==> src/rtl/ckm_pkg.sv <==
// Shared types and field positions for the clock mode control register.
// Assumes an 8-bit register; positions are fixed because software decodes them.
package ckm_pkg;
    localparam int DATA_W    = 8;
    localparam int BIT_GAIN  = 7;
    localparam int BIT_RANGE = 6;
    localparam int BIT_REFS  = 5;
    localparam int BIT_MODE  = 3;   // mode occupies BIT_MODE+1 : BIT_MODE
    localparam int BIT_OSTOP = 2;
    localparam int BIT_LOCD  = 1;
    localparam logic [DATA_W-1:0] RESET_VALUE = 8'h44;

    localparam int ONCE_N = 2;
    localparam int ONCE_POS [ONCE_N] = '{BIT_RANGE, BIT_REFS};

    typedef enum logic [1:0] {
        MODE_SELF    = 2'b00,
        MODE_FLL_INT = 2'b01,
        MODE_BYP_EXT = 2'b10,
        MODE_FLL_EXT = 2'b11
    } ckm_mode_e;
endpackage

==> src/rtl/ckm_once_bit.sv <==
// One register bit that accepts only the first write after reset.
// Assumes wr_en is a single-cycle-or-longer strobe; any write counts as "first".
module ckm_once_bit #(
    parameter logic RST_VAL = 1'b0
) (
    input  logic clk,
    input  logic rst_n,
    input  logic wr_en,
    input  logic wr_bit,
    output logic q
);
    logic taken;

    // Latch the first written value, then hold until reset.
    always_ff @(posedge clk) begin
        if (!rst_n) begin
            q     <= RST_VAL;
            taken <= 1'b0;
        end else if (wr_en && !taken) begin
            q     <= wr_bit;
            taken <= 1'b1;
        end
    end
endmodule

==> src/rtl/ckm_mode_gate.sv <==
// Holds the requested mode field and decides whether a write may change it.
// Assumes busy reflects a pending change; the first unblocked write sets the lock.
module ckm_mode_gate
    import ckm_pkg::*;
(
    input  logic      clk,
    input  logic      rst_n,
    input  logic      wr_en,
    input  logic [1:0] wr_mode,
    input  logic      busy,
    output logic      accept,
    output ckm_mode_e mode_q
);
    logic first_seen;
    logic ext_locked;

    // A write is taken unless a change is in flight or external modes are locked out.
    always_comb begin
        accept = wr_en && !busy && !(ext_locked && wr_mode[1]);
    end

    // Store the mode field and record the lock chosen by the first write.
    always_ff @(posedge clk) begin
        if (!rst_n) begin
            mode_q     <= MODE_SELF;
            first_seen <= 1'b0;
            ext_locked <= 1'b0;
        end else begin
            if (accept) begin
                mode_q <= ckm_mode_e'(wr_mode);
            end
            if (wr_en && !busy && !first_seen) begin
                first_seen <= 1'b1;
                ext_locked <= ~wr_mode[1];
            end
        end
    end
endmodule

==> src/rtl/ckm_mode_track.sv <==
// Tracks the active clock mode and the pending-change flag.
// Assumes new_mode is the value the gate stores on accept, and req_mode the stored field.
module ckm_mode_track
    import ckm_pkg::*;
(
    input  logic      clk,
    input  logic      rst_n,
    input  logic      accept,
    input  logic [1:0] new_mode,
    input  ckm_mode_e req_mode,
    input  logic      stop_req,
    input  logic      ext_ready,
    input  logic      switch_done,
    output ckm_mode_e active,
    output logic      pending
);
    logic finish;

    // Completion: bypass waits for the external reference, others for the switch handshake.
    always_comb begin
        if (req_mode == MODE_BYP_EXT) finish = pending && !stop_req && ext_ready;
        else                          finish = pending && !stop_req && switch_done;
    end

    // Update the active mode on completion; raise pending on a differing accepted request.
    always_ff @(posedge clk) begin
        if (!rst_n) begin
            active  <= MODE_SELF;
            pending <= 1'b0;
        end else if (finish) begin
            active  <= req_mode;
            pending <= 1'b0;
        end else if (accept && (new_mode != active)) begin
            pending <= 1'b1;
        end
    end
endmodule

==> src/rtl/clk_mode_ctrl.sv <==
// Top of the clock mode control register: free, write-once and guarded mode fields,
// active-mode tracking and prescale selection. Assumes a synchronous register bus.
module clk_mode_ctrl
    import ckm_pkg::*;
#(
    parameter int PRESCALE_LO = 64,
    parameter int PRESCALE_HI = 1,
    localparam int PS_W = $clog2(PRESCALE_LO + 1)
) (
    input  logic              clk,
    input  logic              rst_n,
    input  logic              wr_en,
    input  logic [DATA_W-1:0] wr_data,
    input  logic              ext_ready,
    input  logic              switch_done,
    input  logic              stop_req,
    output logic [DATA_W-1:0] rd_data,
    output logic [1:0]        active_mode,
    output logic              mode_pending,
    output logic [PS_W-1:0]   prescale
);
    logic              gain_q;
    logic              ostop_q;
    logic              locd_q;
    logic [ONCE_N-1:0] once_q;
    logic              accept;
    ckm_mode_e         mode_q;
    ckm_mode_e         active_q;
    logic              pend_q;
    logic              unused_bit0;

    assign unused_bit0 = wr_data[0];

    // Freely writable bits follow the bus on every write.
    always_ff @(posedge clk) begin
        if (!rst_n) begin
            gain_q  <= RESET_VALUE[BIT_GAIN];
            ostop_q <= RESET_VALUE[BIT_OSTOP];
            locd_q  <= RESET_VALUE[BIT_LOCD];
        end else if (wr_en) begin
            gain_q  <= wr_data[BIT_GAIN];
            ostop_q <= wr_data[BIT_OSTOP];
            locd_q  <= wr_data[BIT_LOCD];
        end
    end

    // Write-once bits, one instance per listed position.
    for (genvar i = 0; i < ONCE_N; i++) begin : g_once
        ckm_once_bit #(
            .RST_VAL (RESET_VALUE[ONCE_POS[i]])
        ) u_once (
            .clk    (clk),
            .rst_n  (rst_n),
            .wr_en  (wr_en),
            .wr_bit (wr_data[ONCE_POS[i]]),
            .q      (once_q[i])
        );
    end

    ckm_mode_gate u_gate (
        .clk     (clk),
        .rst_n   (rst_n),
        .wr_en   (wr_en),
        .wr_mode (wr_data[BIT_MODE+1:BIT_MODE]),
        .busy    (pend_q),
        .accept  (accept),
        .mode_q  (mode_q)
    );

    ckm_mode_track u_track (
        .clk         (clk),
        .rst_n       (rst_n),
        .accept      (accept),
        .new_mode    (wr_data[BIT_MODE+1:BIT_MODE]),
        .req_mode    (mode_q),
        .stop_req    (stop_req),
        .ext_ready   (ext_ready),
        .switch_done (switch_done),
        .active      (active_q),
        .pending     (pend_q)
    );

    // Assemble the read view from the stored fields; bit 0 is reserved.
    always_comb begin
        rd_data                       = '0;
        rd_data[BIT_GAIN]             = gain_q;
        rd_data[BIT_RANGE]            = once_q[0];
        rd_data[BIT_REFS]             = once_q[1];
        rd_data[BIT_MODE+1:BIT_MODE]  = mode_q;
        rd_data[BIT_OSTOP]            = ostop_q;
        rd_data[BIT_LOCD]             = locd_q;
    end

    // Range picks the prescale only in the external-reference modes.
    always_comb begin
        if (active_q[1] && !once_q[0]) prescale = PS_W'(PRESCALE_LO);
        else                           prescale = PS_W'(PRESCALE_HI);
    end

    assign active_mode  = active_q;
    assign mode_pending = pend_q;
endmodule

==> config.mk <==
export PLATFORM = sky130hd
export DESIGN_NAME = clk_mode_ctrl
export DESIGN_NICKNAME = d
export VERILOG_FILES = /design/src/rtl/ckm_pkg.sv /design/src/rtl/ckm_once_bit.sv /design/src/rtl/ckm_mode_gate.sv /design/src/rtl/ckm_mode_track.sv /design/src/rtl/clk_mode_ctrl.sv
export SDC_FILE = /design/constraint.sdc
export NUM_CORES = 1
export LEC_CHECK = 0
export BUFFER_PORTS_ARGS = -buffer_cell sky130_fd_sc_hd__buf_2
export CAP_MARGIN = 20
export CORE_MARGIN = 2
export CORE_UTILIZATION = 40
export DETAILED_ROUTE_END_ITERATION = 12
export PLACE_DENSITY = 0.72
export SLEW_MARGIN = 20
export SYNTH_ARGS = -nofsm -noshare
export SYNTH_HDL_FRONTEND = slang
export SYNTH_HIERARCHICAL = 1
export SYNTH_SLANG_ARGS = --single-unit
==> constraint.sdc <==
create_clock -name clk -period 1 [get_ports clk]
set_input_delay 0.15 -clock clk [delete_from_list [all_inputs] [get_ports clk]]
set_output_delay 0.15 -clock clk [all_outputs]
set_load 0.01 [all_outputs]
==> impl_metrics.tcl, run 1 <==
set metrics [dict create \
    run_status "finished with violations" \
    violated_checks "setup timing" \
    floorplan.initialDensity_pct 42.5 \
    core-area_mm2 0.00171 \
    globalplace.congestion 0.732 \
    irDropWorstVdd_v 0.000808 \
    startpoint_type "flop" \
    reg2reg_depth 3 \
    most-common-layout-cells "buf_2, dfxtp_1, buf_6" \
    synth_unique_cells 31 \
    postSynth.topFlopCell "dfxtp_1" \
    crit_family "flip-flops" \
    share_of_final_layout_standard_cells_stronger_than_drive_strength_1_pct 51.9 \
    worst_ep_required_time_ns 1.19 \
    tritoncts.num_buffers 3 \
    critical_path_cell_count 3 \
    cell_chain_of_the_critical_path "nor2b_4, mux2_4, a311oi_2" \
    min-delay-path-class "in2reg" \
    final_common_cell "buf_2" \
    routedWlPerCell_um 11.0 \
    final.setup.worst_slack_ns -0.0759 \
    timing.final.crit_share_pct 108 \
    grt_antenna_before_repair 0 \
    htree_num_levels 1 \
    critPathCaptureType "flop" \
    synth_edf_count 0 \
    max_stage_delay_ns 0.35 \
    insertedDiodeCount 0 \
    hold_path_depth 3 \
    setup-violations-final 7 \
    clock_insertion_delay_worst_skew_ns 0.27 \
    post_synth.cell_area_avg_um2 9.94 \
    power_density_mw_per_mm2 1240 \
    violation_count_after_the_first_detailed_route_iteration 2 \
    critPathMaxFanout 3 \
    synth_sequential_area_ratio_pct 38.6 \
    finalNetCount 120 \
    hpwlAfterDp_mm 1.03 \
    timing_hold_violations_final 0 \
    syn_to_final_growth_pct 39.0 \
    final.fill_count 155 \
    die_x_um 46.6 \
    synthArstFlopShare_pct 0 \
    postRouteAntennaNets 0 \
    boundaryPins 32 \
    drt-vias-per-instance 4.50 \
    floorplan.die.height_um 46.6 \
    postSynthRegisterBits 14 \
    worst-endpoint-arrival_ns 1.27 \
    yosysWarnings 6 \
    stdcell_count 129 \
    drv.max_cap_violation_count 0 \
    pre_cts_ws_ns -0.0925 \
    fin_setup_tns_ns -0.212 \
    cts.sinks 14 \
    netlist_area_um2 726 \
    drtPass1Iterations 6 \
    maximum_number_of_pins_on_one_net_before_global_route_repair 18 \
    drc 0 \
    routed-via-count 580 \
    grt_pass1_vias 553 \
    clkSlewWorstSetupHoldPaths_ns 0.07 \
    grt_overflow_total 0 \
    critPathSlowestCell "dfxtp_4" \
    first_pass_grt_wire_length_mm 2.37 \
    postSynthCellCount 73 \
    critical_path_buf_inv_count 0 \
    fmax_mhz 929 \
    clock_tree.root_cell "clkbuf_4" \
    dpl.cell_count 125 \
    global_route_total_usage_across_every_layer_pct 16.1 \
    clockBufferDepth 2 \
    unrepaired_setup_endpoints_after_global_routing "true" \
    fp-row-count 15 \
    design.die.area_mm2 0.00217 \
    tritoncts "yes" \
    port_buffers 24 \
    fin_worst_skew_ns 0.00250 \
    power.leakage_nw 0.480 \
    final_max_slew_viol_count 0 \
    finalCriticalPeriod_ns 1.08 \
    routed_wl_mm 1.42 \
    class_of_the_most_critical_setup_path "reg2reg" \
]
==> power by group <==
| part | leakage, nW | total (mW) | switching (mW) | internal (mW) |
|---|---|---|---|---|
| sequential | 0.118 | 0.630 | 0.0335 | 0.597 |
| combinational | 0.349 | 0.320 | 0.135 | 0.185 |
| clock | 0.0138 | 0.300 | 0.161 | 0.139 |
| total | 0.480 | 1.25 | 0.329 | 0.921 |
==> kinds of logic (layout without fill, tap and decap cells) <==
kind of cell	after synthesis	in the layout	share of synthesized area (%)
multiplexers	7	7	10.5
other	1	6	0.517
flip-flops	14	14	38.6
XOR/XNOR	2	2	2.41
AND/OR/NAND/NOR	24	24	22.4
buffers and inverters	13	39	11.4
AO/OA/AOI/OAI	12	12	14.1
==> worst reg2reg max path, cell delays in order (launching register included) <==
cell      delay, ns
dfxtp_4        0.35
nor2b_4        0.16
mux2_4         0.31
a311oi_2       0.17
==> repair_timing <==
action | in CTS | in global routing
gates cloned | 0 | 0
gates resized for setup | 15 | 4
hold buffers | 0 | 0
buffers inserted | 1 | 0
pin swaps | 3 | 0
setup endpoints to repair | 10 | 12
==> sequential cells by signal, indices dropped and copies added, names as in the netlist <==
signal               count
g_once.u_once/q          2
g_once.u_once/taken      2
gain_q                   1
locd_q                   1
ostop_q                  1
u_gate/ext_locked        1
u_gate/first_seen        1
u_gate/mode_q            2
u_track/active           2
u_track/pending          1
==> cell usage after synthesis (2+ instances only) <==
library cell	number	share of area (%)
dfxtp_1	14	39
buf_4	9	9.3
nand2_1	7	3.6
mux2i_1	5	6.9
nor2b_1	5	4.3
inv_1	4	2.1
nand3b_1	2	2.1
nor2_1	2	1.0
o21a_1	2	2.1
xor2_1	2	2.4
==> metal layers <==
| layer | GRT usage [%] | share of wire [%] | vias to the layer above |
|---|---|---|---|
| met2 | 26.4 | 51 | 18 |
| met5 | 0 | 0 | - |
| met1 | 18.7 | 43 | 262 |
| li1 | - | - | 298 |
| met3 | 7.06 | 5.4 | 2 |
| met4 | 5.14 | 0.85 | 0 |
==> through the flow <==
step	area [um2]	util [%]	hold WS, ns	total power, mW
finish	1010	59.0	0.106	1.25
global route	1010	59.0	0.105	1.33
CTS	991	58.0	0.0951	1.26
detailed placement	893	52.3	0.379	0.909
global placement	893	52.3	0.368	0.900
floorplan	757	-	0.212	0.808
==> layout make-up <==
| class | instances | area (um2) | area share, % |
|---|---|---|---|
| multi-input cells | 51 | 417 | 41.3 |
| flip-flops and latches | 14 | 294 | 29.2 |
| repair buffers | 32 | 229 | 22.7 |
| well taps | 25 | 31.3 | 3.10 |
| clock buffers | 3 | 22.5 | 2.23 |
| inverters | 4 | 15.0 | 1.49 |
==> worst paths after layout <==
check,end,from,slack (ns)
max,u_track/active[0],u_gate/mode_q[1],-0.08
max reg2reg,u_track/active[0],u_gate/mode_q[1],-0.08
min,ostop_q,wr_data[2],0.11
min reg2reg,g_once[1].u_once/q,g_once[1].u_once/q,0.46
(Power assumes the default switching activity.)
==> run 2, diff against run 1 <==
- CORE_UTILIZATION: 40 -> 43
- CTS_BUF_LIST: default -> sky130_fd_sc_hd__clkbuf_4 sky130_fd_sc_hd__clkbuf_8
- PLACE_DENSITY: 0.72 -> 0.77
==> impl_metrics.tcl, run 2 (synthesis results as in run 1) <==
set metrics [dict create \
    run_status "finished with violations" \
    violated_checks "setup timing" \
    p_sw_mw 0.366 \
    fin_setup_tns_ns -0.330 \
    power.total_mw 1.36 \
    min-delay-path-class "in2reg" \
    die_x_um 45.1 \
    port_buffers 24 \
    routed-via-count 603 \
    multi_input_comb_area_um2 405 \
    share_of_final_layout_standard_cells_stronger_than_drive_strength_1_pct 52.8 \
    cts.sinks 14 \
    global_route_total_usage_across_every_layer_pct 15.8 \
    boundaryPins 32 \
    clkSlewWorstSetupHoldPaths_ns 0.09 \
    hpwlAfterDp_mm 1.01 \
    unrepaired_setup_endpoints_after_global_routing "true" \
    worst-endpoint-arrival_ns 1.30 \
    r2r_slack_ns -0.09 \
    hold_path_depth 3 \
    reg2reg_depth 3 \
    maximum_number_of_pins_on_one_net_before_global_route_repair 14 \
    drv.max_cap_violation_count 0 \
    htree_num_levels 1 \
    tritoncts.num_buffers 3 \
    final.fill_count 130 \
    most-common-layout-cells "buf_2, dfxtp_1, buf_6" \
    floorplan.die.height_um 45.1 \
    r2r-start "u_gate/mode_q[0]" \
    clockBufferDepth 2 \
    final.setup.worst_slack_ns -0.0900 \
    switching_share_pct 26.8 \
    power.leakage_nw 0.487 \
    final_max_slew_viol_count 0 \
    critPathCaptureType "flop" \
    timing_hold_violations_final 0 \
    setup-violations-final 9 \
    timing.final.crit_share_pct 109 \
    routed_wl_mm 1.44 \
    irDropWorstVdd_v 0.000944 \
    gr-usage-met2_pct 28.0 \
    drtPass1Iterations 3 \
    power.share.combinational_pct 23.1 \
    min_from "wr_data[2]" \
    fin_worst_skew_ns 0.00168 \
    crit-reg2reg-capture "u_track/active[0]" \
    critPathMaxFanout 4 \
    clock_insertion_delay_worst_skew_ns 0.28 \
    class_of_the_most_critical_setup_path "reg2reg" \
    groute.layer.met3.usage_pct 3.60 \
    design.die.area_mm2 0.00203 \
    tritoncts "yes" \
    final_common_cell "buf_2" \
    worst_ep_required_time_ns 1.21 \
    post-route-util_pct 65.1 \
    finalNetCount 121 \
    fmax_mhz 917 \
    floorplan.initialDensity_pct 47.1 \
    insertedDiodeCount 0 \
    startpoint_type "flop" \
    globalplace.congestion 0.742 \
    postRouteAntennaNets 0 \
    routedWlPerCell_um 11.8 \
    power_frac_seq_pct 45.9 \
    power_report.internal_total_mw 0.999 \
    power_density_mw_per_mm2 1360 \
    grt_overflow_total 0 \
    top_usage_layer "met2" \
    first_pass_grt_wire_length_mm 2.27 \
    drt-vias-per-instance 4.94 \
    fp-row-count 14 \
    finalCriticalPeriod_ns 1.09 \
    core-area_mm2 0.00154 \
    placed_area_um2 882 \
    drc 0 \
    clock_tree.root_cell "clkbuf_4" \
    layout.cell_area.non_filler_mm2 0.00100 \
    grt_pass1_vias 556 \
    syn_to_final_growth_pct 38.3 \
    grt_antenna_before_repair 0 \
    grtUsageMet1_pct 17.7 \
    min_to "ostop_q" \
    portion_of_total_power_attributed_to_the_clock_network_pct 30.9 \
    violation_count_after_the_first_detailed_route_iteration 6 \
    final-seq-area_um2 294 \
]
-- run 2: layout make-up --
| cell class | instances | area share, % |
|---|---|---|
| tap | 16 | 2.00 |
| timing repair buffer | 33 | 23.2 |
| multi-input combinational | 51 | 40.4 |
| sequential | 14 | 29.3 |
| inverter | 4 | 1.50 |
| clock buffer | 4 | 3.62 |
-- run 2: power groups by stage --
stage          combinational, mW  sequential (mW)  clock [mW]
2_1_floorplan              0.158            0.650           0
3_5_place_dp               0.266            0.638           0
6_report                   0.316            0.627       0.422
4_1_cts                    0.312            0.626       0.424
3_3_place_gp               0.260            0.636           0
5_1_grt                    0.344            0.632       0.444
-- run 2: timing repair --
item,CTS,global route
hold buffers,0,0
buffers inserted,2,0
gates resized for setup,15,1
pin swaps,2,0
endpoints found under the setup margin,10,11
endpoints found under the hold margin,0,0
-- run 2: how the worst max path moves through the flow --
stage | end | cells after the start | start | slack (ns)
after floorplan | u_track/active[0] | 3 | u_gate/mode_q[1] | -0.10
after global placement | u_track/active[0] | 3 | u_gate/mode_q[1] | -0.07
after detailed placement | u_track/active[0] | 3 | u_gate/mode_q[0] | -0.09
after CTS | u_track/active[0] | 3 | u_gate/mode_q[0] | -0.07
after global routing | u_track/active[0] | 3 | u_gate/mode_q[0] | -0.14
final | u_track/active[0] | 3 | u_gate/mode_q[0] | -0.09
-- run 2: metal layers --
layer | up-vias | share of wire, %
li1 | 302 | -
met1 | 282 | 44
met2 | 17 | 51
met3 | 2 | 4.9
met4 | 0 | 0.69
met5 | - | 0
-- run 2: per-stage QoR --
step	setup slack (ns)	std cells	hold slack [ns]
2_1_floorplan	-0.102	78	0.212
3_3_place_gp	-0.0691	116	0.367
3_5_place_dp	-0.0872	116	0.378
4_1_cts	-0.0717	122	0.0873
5_1_grt	-0.140	122	0.116
6_report	-0.0900	122	0.0873
-- run 2: worst max-delay path: stages (launching register included) --
cell      delay [ns]
dfxtp_4         0.38
nor2b_4         0.14
mux2_4          0.31
a311oi_2        0.18
==> run 3, diff against run 2 <==
--- a/constraint.sdc
+++ b/constraint.sdc
@@ -3,2 +3,2 @@
 set_output_delay 0.15 -clock clk [all_outputs]
-set_load 0.01 [all_outputs]
+set_load 0.005 [all_outputs]
==> impl_metrics.tcl, run 3 (synthesis results as in run 1) <==
set metrics [dict create \
    clkSlewWorstSetupHoldPaths_ns 0.10 \
    power_density_mw_per_mm2 1370 \
    final_common_cell "buf_2" \
    class_of_the_most_critical_setup_path "reg2reg" \
    final_max_slew_viol_count 0 \
    post-route-util_pct 63.1 \
    drv.max_cap_violation_count 0 \
    irDropWorstVdd_v 0.000854 \
    routedWlPerCell_um 11.9 \
    most-common-layout-cells "buf_2, dfxtp_1, nand2_1" \
    critPathMaxFanout 4 \
    power.total_mw 1.33 \
    critPathCaptureType "flop" \
    boundaryPins 32 \
    violation_count_after_the_first_detailed_route_iteration 0 \
    unrepaired_setup_endpoints_after_global_routing "true" \
    htree_num_levels 1 \
    worst-endpoint-arrival_ns 1.29 \
    final.setup.worst_slack_ns -0.0755 \
    insertedDiodeCount 0 \
    clockBufferDepth 2 \
    tritoncts.num_buffers 3 \
    floorplan.die.height_um 45.1 \
    fp-row-count 14 \
    startpoint_type "flop" \
    routed_wl_mm 1.42 \
    grt_antenna_before_repair 0 \
    grt_overflow_total 0 \
    clock_tree.root_cell "clkbuf_4" \
    share_of_final_layout_standard_cells_stronger_than_drive_strength_1_pct 52.9 \
    finalNetCount 119 \
    grt_pass1_vias 497 \
    cts-hold-fix-buffers 0 \
    cts.sinks 14 \
    setup-violations-final 6 \
    postRouteAntennaNets 0 \
    finalCriticalPeriod_ns 1.08 \
    drt-vias-per-instance 4.76 \
    final.fill_count 130 \
    routed-via-count 571 \
    worst_ep_required_time_ns 1.21 \
    syn_to_final_growth_pct 34.1 \
    design.die.area_mm2 0.00203 \
    min-delay-path-class "in2reg" \
    timing_hold_violations_final 0 \
    power.leakage_nw 0.472 \
    timing.final.crit_share_pct 108 \
    core-area_mm2 0.00154 \
    fin_worst_skew_ns 0.00850 \
    drc 0 \
    drtPass1Iterations 1 \
    maximum_number_of_pins_on_one_net_before_global_route_repair 18 \
    first_pass_grt_wire_length_mm 2.20 \
    tritoncts "yes" \
    die_x_um 45.1 \
    port_buffers 24 \
    global_route_total_usage_across_every_layer_pct 15.7 \
    hpwlAfterDp_mm 1.05 \
    floorplan.initialDensity_pct 47.1 \
    clock_insertion_delay_worst_skew_ns 0.29 \
    run_status "finished with violations" \
    globalplace.congestion 0.744 \
    violated_checks "setup timing" \
    fmax_mhz 930 \
]
## run 3: path summary, 6_finish.rpt
kind                                    startpoint                  to  slack, ns  cells after the start
worst max-delay path              u_gate/mode_q[0]   u_track/active[0]      -0.08                      3
worst min-delay path                    wr_data[2]             ostop_q       0.08                      3
worst max register to register    u_gate/mode_q[0]   u_track/active[0]      -0.08                      3
worst min register to register  g_once[1].u_once/q  g_once[1].u_once/q       0.47                      2
## run 3: final cells by class
| type | count | area (um2) | area share, % |
|---|---|---|---|
| repair buffers | 31 | 195 | 20.1 |
| flip-flops and latches | 14 | 292 | 29.9 |
| well taps | 16 | 20.0 | 2.06 |
| multi-input cells | 51 | 415 | 42.7 |
| inverters | 4 | 15.0 | 1.54 |
| clock buffers | 4 | 36.3 | 3.73 |
## run 3: worst max-delay path, stage by stage (launching register included)
cell      delay, ns
dfxtp_4        0.37
nor2b_4        0.13
mux2_4         0.31
a311oi_2       0.18
## run 3: repair_timing
| action | 4_1_cts | 5_1_grt |
|---|---|---|
| pin swaps | 2 | 1 |
| setup endpoints to repair | 8 | 10 |
| gates resized for setup | 11 | 3 |
| cloned | 0 | 0 |
| buffers inserted | 1 | 0 |
## run 3: where the power goes
part / total (mW) / internal [mW] / switching [mW]
Clock: 0.424 / 0.222 / 0.203
Sequential: 0.627 / 0.597 / 0.0302
Combinational: 0.283 / 0.164 / 0.119
## run 3: through the flow
step | area [um2] | cells | setup WS [ns] | hold slack (ns) | setup TNS (ns)
floorplan | 754 | 78 | -0.0895 | 0.212 | -0.125
global placement | 872 | 115 | -0.0661 | 0.369 | -0.119
detailed placement | 872 | 115 | -0.0977 | 0.377 | -0.166
CTS | 957 | 120 | -0.0815 | 0.0850 | -0.276
global route | 973 | 120 | -0.135 | 0.108 | -0.552
finish | 973 | 120 | -0.0755 | 0.0847 | -0.268
## run 3: routing by layer
| metal | part of all wire (%) | global-route usage (%) | up-vias |
|---|---|---|---|
| li1 | - | - | 299 |
| met1 | 46 | 19.0 | 249 |
| met2 | 47 | 25.1 | 19 |
| met3 | 5.2 | 2.80 | 4 |
| met4 | 1.9 | 10.6 | 0 |
| met5 | 0 | 0 | - |
